$ cat src/rtl/pow2div_pkg.sv
package pow2div_pkg;

    // Captured state of the active-low run input.
    typedef enum logic {
        GATE_HALT = 1'b0,
        GATE_RUN  = 1'b1
    } gate_state_t;

endpackage

$ cat src/rtl/pow2div_gate.sv
module pow2div_gate
    import pow2div_pkg::*;
(
    input  logic clk_in,
    input  logic run_n,
    output logic run_en
);

    gate_state_t state_q;
    gate_state_t state_d;

    // Next-state logic: halt_to_run / run_to_halt follow the run level.
    always_comb begin
        unique case (state_q)
            GATE_HALT: state_d = run_n ? GATE_RUN : GATE_HALT;
            GATE_RUN:  state_d = run_n ? GATE_RUN : GATE_HALT;
            default:   state_d = GATE_HALT;
        endcase
    end

    // The state register updates only on the falling edge of the input clock.
    always_ff @(negedge clk_in) begin
        state_q <= state_d;
    end

    always_comb begin
        run_en = (state_q == GATE_RUN);
    end

    // a high run level seen at one falling edge means running at the next.
    assert_sync_on_fall_R4: assert property (
        @(negedge clk_in) disable iff (!run_n)
        $past(run_n) |-> state_q == GATE_RUN
    );

endmodule

$ cat src/rtl/pow2div_count.sv
module pow2div_count #(
    parameter int CNT_W = 4
) (
    input  logic             clk_in,
    input  logic             run_n,
    input  logic             run_en,
    output logic [CNT_W-1:0] cnt
);

    // Down counter: leaving zero sets every bit high, so all ratios rise together.
    always_ff @(posedge clk_in) begin
        if (!run_en) begin
            cnt <= '0;
        end else begin
            cnt <= cnt - 1'b1;
        end
    end

    // while running, the count steps down by one per rising edge.
    assert_count_step_R2: assert property (
        @(posedge clk_in) disable iff (!run_n || !run_en)
        $past(run_en) |-> cnt == CNT_W'($past(cnt) - 1'b1)
    );

    // the first rising edge after a release starts from a cleared count.
    assert_release_phase_R6: assert property (
        @(posedge clk_in) disable iff (!run_n)
        (run_en && !$past(run_en)) |-> cnt == '0
    );

endmodule

$ cat src/rtl/pow2div_mux.sv
module pow2div_mux #(
    parameter int CNT_W = 4,
    parameter int SEL_W = 3,
    parameter int N_OUT = 2
) (
    input  logic             clk_in,
    input  logic             run_n,
    input  logic             run_en,
    input  logic [SEL_W-1:0] ratio_sel,
    input  logic [CNT_W-1:0] cnt,
    output logic [N_OUT-1:0] clk_out
);

    localparam int TAP_N = CNT_W + 1;
    localparam int IDX_W = $clog2(TAP_N);

    logic [TAP_N-1:0] taps;
    logic [IDX_W-1:0] idx;
    logic             sel_clk;

    // Tap 0 is the bypass clock; tap n is counter bit n-1 (divide by 2^n).
    assign taps[0] = clk_in;
    for (genvar g = 1; g < TAP_N; g++) begin : g_tap
        assign taps[g] = cnt[g-1];
    end

    // Select decoder: values at or above CNT_W saturate to the deepest tap.
    always_comb begin
        if (ratio_sel >= SEL_W'(CNT_W)) begin
            idx = IDX_W'(CNT_W);
        end else begin
            idx = IDX_W'(ratio_sel);
        end
    end

    // Gating by the falling-edge state keeps the bypass clock free of runts.
    always_comb begin
        sel_clk = taps[idx] & run_en;
    end

    for (genvar ch = 0; ch < N_OUT; ch++) begin : g_chan
        assign clk_out[ch] = sel_clk;
    end

    // while halted, no channel is high at a rising edge.
    assert_halt_low_R5: assert property (
        @(posedge clk_in) disable iff (!run_n)
        !run_en |-> clk_out == '0
    );

endmodule

$ cat src/rtl/pow2_clk_divider.sv
module pow2_clk_divider #(
    parameter int CNT_W = 4,
    parameter int SEL_W = 3,
    parameter int N_OUT = 2
) (
    input  logic             clk_in,
    input  logic             run_n,
    input  logic [SEL_W-1:0] ratio_sel,
    output logic [N_OUT-1:0] clk_out
);

    logic             run_en;
    logic [CNT_W-1:0] cnt;

    pow2div_gate u_gate (
        .clk_in (clk_in),
        .run_n  (run_n),
        .run_en (run_en)
    );

    pow2div_count #(.CNT_W(CNT_W)) u_count (
        .clk_in (clk_in),
        .run_n  (run_n),
        .run_en (run_en),
        .cnt    (cnt)
    );

    pow2div_mux #(.CNT_W(CNT_W), .SEL_W(SEL_W), .N_OUT(N_OUT)) u_mux (
        .clk_in    (clk_in),
        .run_n     (run_n),
        .run_en    (run_en),
        .ratio_sel (ratio_sel),
        .cnt       (cnt),
        .clk_out   (clk_out)
    );

    // in divide-by-2 with a steady select, the output flips at every rising edge.
    assert_div2_toggle_R2: assert property (
        @(posedge clk_in) disable iff (!run_n || !run_en)
        ($past(run_en) && ratio_sel == SEL_W'(1) && $past(ratio_sel) == SEL_W'(1))
            |-> clk_out[0] != $past(clk_out[0])
    );

endmodule

$ cat config.mk
export PLATFORM = sky130hd
export DESIGN_NAME = pow2_clk_divider
export DESIGN_NICKNAME = d
export VERILOG_FILES = /design/src/rtl/pow2div_pkg.sv /design/src/rtl/pow2div_gate.sv /design/src/rtl/pow2div_count.sv /design/src/rtl/pow2div_mux.sv /design/src/rtl/pow2_clk_divider.sv
export SDC_FILE = /design/constraint.sdc
export NUM_CORES = 1
export LEC_CHECK = 0
export ABC_AREA = 1
export BUFFER_PORTS_ARGS = -buffer_cell sky130_fd_sc_hd__buf_2
export CORE_AREA = 3 3 40 42
export DETAILED_ROUTE_END_ITERATION = 6
export DIE_AREA = 0 0 43 45
export PLACE_DENSITY_LB_ADDON = 0.2
export SYNTH_ARGS = -nofsm -noshare
export SYNTH_HDL_FRONTEND = slang
export SYNTH_SLANG_ARGS = --single-unit
$ cat constraint.sdc
create_clock -name clk_in -period 2 [get_ports clk_in]
set_clock_uncertainty 0.05 [all_clocks]
set_input_delay 0.2 -clock clk_in [delete_from_list [all_inputs] [get_ports clk_in]]
set_output_delay 0.2 -clock clk_in [all_outputs]
set_load 0.03 [all_outputs]
==> metrics.json <==
{
  "source_to_sink_clock_delay_at_the_later_pin_of_the_worst_skew_pair": {"value": 410, "unit": "ps"},
  "via_count": {"value": 225},
  "floorplan.die.width": {"value": 43, "unit": "um"},
  "detail_route.first_pass.iterations": {"value": 3},
  "asyncSetResetFlopFracSynth": {"value": 0, "unit": "%"},
  "cellInternalPower": {"value": 0.377, "unit": "mW"},
  "synthFlopType": {"value": "dfxtp_1"},
  "synth_area_leader_cell": {"value": "dfxtp_1"},
  "pwr_density_cell": {"value": 1270, "unit": "nW/um2"},
  "p_leak": {"value": 0.213, "unit": "nW"},
  "cp.arrival": {"value": 2230, "unit": "ps"},
  "start_util": {"value": 18.1, "unit": "%"},
  "rows": {"value": 13},
  "power.sequential.fraction": {"value": 24.7, "unit": "%"},
  "post_synth_fa_ha_maj_area_fraction": {"value": 5.38, "unit": "%"},
  "power_frac_comb": {"value": 7.5, "unit": "%"},
  "worst-r2r-cell-count": {"value": 2},
  "synth_most_common_cell": {"value": "inv_1"},
  "timing.slew.headroom": {"value": 90.9, "unit": "%"},
  "violations": {"value": "setup timing"},
  "flow.area_growth_from_synthesis": {"value": 72.0, "unit": "%"},
  "kind_of_critical_path": {"value": "flop to output pin"},
  "worstSetupEndpointType": {"value": "output pin"},
  "syn_area": {"value": 233, "unit": "um2"},
  "filler_cell_count": {"value": 139},
  "synthTopCellsByArea": {"value": "dfxtp_1 (43%), inv_1 (11%), nand2_1 (9.7%)"},
  "cap_viol_max_count": {"value": 0},
  "r2r_slack": {"value": 280, "unit": "ps"},
  "synth_xor_area_share": {"value": 7.53, "unit": "%"},
  "grt_util_all_layers": {"value": 7.67, "unit": "%"},
  "power.clock.fraction": {"value": 67.8, "unit": "%"},
  "drive_above_1_share": {"value": 40.8, "unit": "%"},
  "hold_buffers": {"value": 0},
  "post_drt_via_cell_ratio": {"value": 3.52},
  "rsz0062_at_grt": {"value": "yes"},
  "worstHoldPathType": {"value": "flop to flop"},
  "dieArea": {"value": 1940, "unit": "um2"},
  "core_region_area": {"value": 1280, "unit": "um2"},
  "setup.worst_path.start_class": {"value": "flop"},
  "final_setup_violations": {"value": 2},
  "yosys-top-cells-count": {"value": "inv_1 (7), nand2_1 (6), dfxtp_1 (5), nor2_1 (5)"},
  "p_total": {"value": 0.508, "unit": "mW"},
  "count_of_state_elements_after_synthesis": {"value": 5},
  "io-pin-count": {"value": 7},
  "fin_ws": {"value": -478, "unit": "ps"},
  "regArea": {"value": 101, "unit": "um2"},
  "remaining_drc_errors": {"value": 0},
  "crit_fanout": {"value": 2},
  "wl_per_cell": {"value": 7.67, "unit": "um"},
  "switchingPower": {"value": 0.131, "unit": "mW"},
  "multiInputGateArea": {"value": 95.1, "unit": "um2"},
  "initialDrtViolationCount": {"value": 8},
  "antenna_cells_inserted": {"value": 0},
  "synth_simple_gate_area_share": {"value": 22.0, "unit": "%"},
  "syn-mean-instance-area": {"value": 7.27, "unit": "um2"},
  "reg2reg_from": {"value": "u_gate.run_en"},
  "routed_wirelength": {"value": 491, "unit": "um"},
  "ys.warnings.count": {"value": 0},
  "required": {"value": 1750, "unit": "ps"},
  "report.final.hold_viol_count": {"value": 0},
  "vdd.ir_drop.worst": {"value": 442, "unit": "uV"},
  "post_cts_buffers": {"value": 0},
  "cts_tree": {"value": "yes"},
  "library_cells_used_by_synthesis": {"value": 11},
  "synthMuxAreaShare": {"value": 0, "unit": "%"},
  "critical_path.startpoint": {"value": "u_gate.run_en"},
  "antenna_left": {"value": 0},
  "layout.core_utilization": {"value": 31.2, "unit": "%"},
  "critical_path_end": {"value": "clk_out[0]"},
  "max_slew.worst_pin.slew": {"value": 137, "unit": "ps"},
  "floorplan.die.height": {"value": 45, "unit": "um"},
  "result_of_the_run": {"value": "complete, but fails checks"},
  "routabilityCongestion": {"value": 0.695},
  "synth.net_count": {"value": 38},
  "post_layout_net_count": {"value": 56},
  "syn_inst": {"value": 32},
  "first_global_vias": {"value": 269},
  "yosys.area.top_type_share": {"value": 43.0, "unit": "%"},
  "totalNegativeSetupSlack": {"value": -954, "unit": "ps"},
  "grt_pass1_wl": {"value": 869, "unit": "um"},
  "post_cts.resized_instances": {"value": 8},
  "edff_count_synth": {"value": 0},
  "timing.final.max_slew_violations": {"value": 0},
  "place.port_buffers": {"value": 6},
  "antenna_found_initial": {"value": 0},
  "power.switching_fraction": {"value": 25.8, "unit": "%"},
  "path_clk_slew": {"value": 40, "unit": "ps"},
  "synth_compound_gate_area_share": {"value": 4.30, "unit": "%"},
  "synth_seq_area_share": {"value": 43.0, "unit": "%"},
  "maximum_number_of_pins_on_one_net_before_global_route_repair": {"value": 5},
  "synth_top_family_by_area": {"value": "simple AND/OR/NAND/NOR gates"},
  "timing.rr.end": {"value": "u_count.cnt[3]"},
  "overflow": {"value": 0},
  "detailedPlace.worstSlack": {"value": 38.0, "unit": "ps"}
}
sequential cells by signal (all words and copies together), names as in the netlist:
name,count
u_count.cnt,4
u_gate.run_en,1
worst min-delay path by stage:
stage,startpoint,end,slack (ps),cells after the start
after detailed placement,u_count.cnt[0],u_count.cnt[0],390,1
final,u_count.cnt[0],u_count.cnt[0],400,1
after CTS,u_count.cnt[0],u_count.cnt[0],400,1
after global placement,u_count.cnt[0],u_count.cnt[0],390,1
after floorplan,u_count.cnt[0],u_count.cnt[0],360,1
after global routing,u_count.cnt[0],u_count.cnt[0],430,1
worst max-delay path, cell delays in order, from the launching register on:
cell     delay, ps
dfxtp_2        320
o21ai_2         50
a21oi_1        110
buf_4          140
buf_8           90
buf_8          110
cell usage in the layout (no fill, tap or decap), drive strengths merged:
cell type / netlist / routed
o21ai: 1 / 1
clkbuf: 0 / 10
nand2: 6 / 6
dfxtp: 5 / 5
xor2: 1 / 1
a21oi: 1 / 1
nor2: 5 / 5
buf: 2 / 9
nand3: 2 / 2
xnor2: 1 / 1
ha: 1 / 1
inv: 7 / 7
final cells by class:
class	instances	share of cell area [%]
clock inverter	1	0.938
tap	15	4.69
sequential	5	25.3
timing repair buffer	4	5.00
inverter	6	5.62
clock buffer	15	34.7
multi-input combinational	18	23.8
kinds of logic after synthesis:
family | after synthesis
XOR/XNOR | 2
adder cells (fa/ha/maj) | 1
flip-flops | 5
buffers and inverters | 9
AND/OR/NAND/NOR | 13
AO/OA/AOI/OAI | 2
per-stage QoR:
stage / hold slack (ps) / area (um2) / cells
after CTS: 400 / 387 / 64
after floorplan: 363 / 233 / 32
after global routing: 425 / 400 / 64
final: 401 / 400 / 64
after detailed placement: 393 / 267 / 51
after global placement: 389 / 267 / 51
layer usage:
metal | share of wire [%] | wire (um) | vias to the layer above | track usage (%)
met4 | 0 | 0 | 0 | 12.0
met2 | 38 | 187 | 7 | 4.19
met3 | 6.1 | 30 | 0 | 11.6
met1 | 55 | 272 | 93 | 7.02
li1 | - | - | 125 | -
met5 | 0 | 0 | - | 0
power groups by stage:
stage               Combinational [mW]  Clock [mW]  Sequential [mW]
finish                          0.0380       0.345            0.126
global route                    0.0439       0.383            0.127
CTS                             0.0384       0.351            0.124
detailed placement              0.0369      0.0319            0.126
global placement                0.0370      0.0319            0.126
floorplan                       0.0289      0.0350            0.123
(Power assumes the default switching activity.)
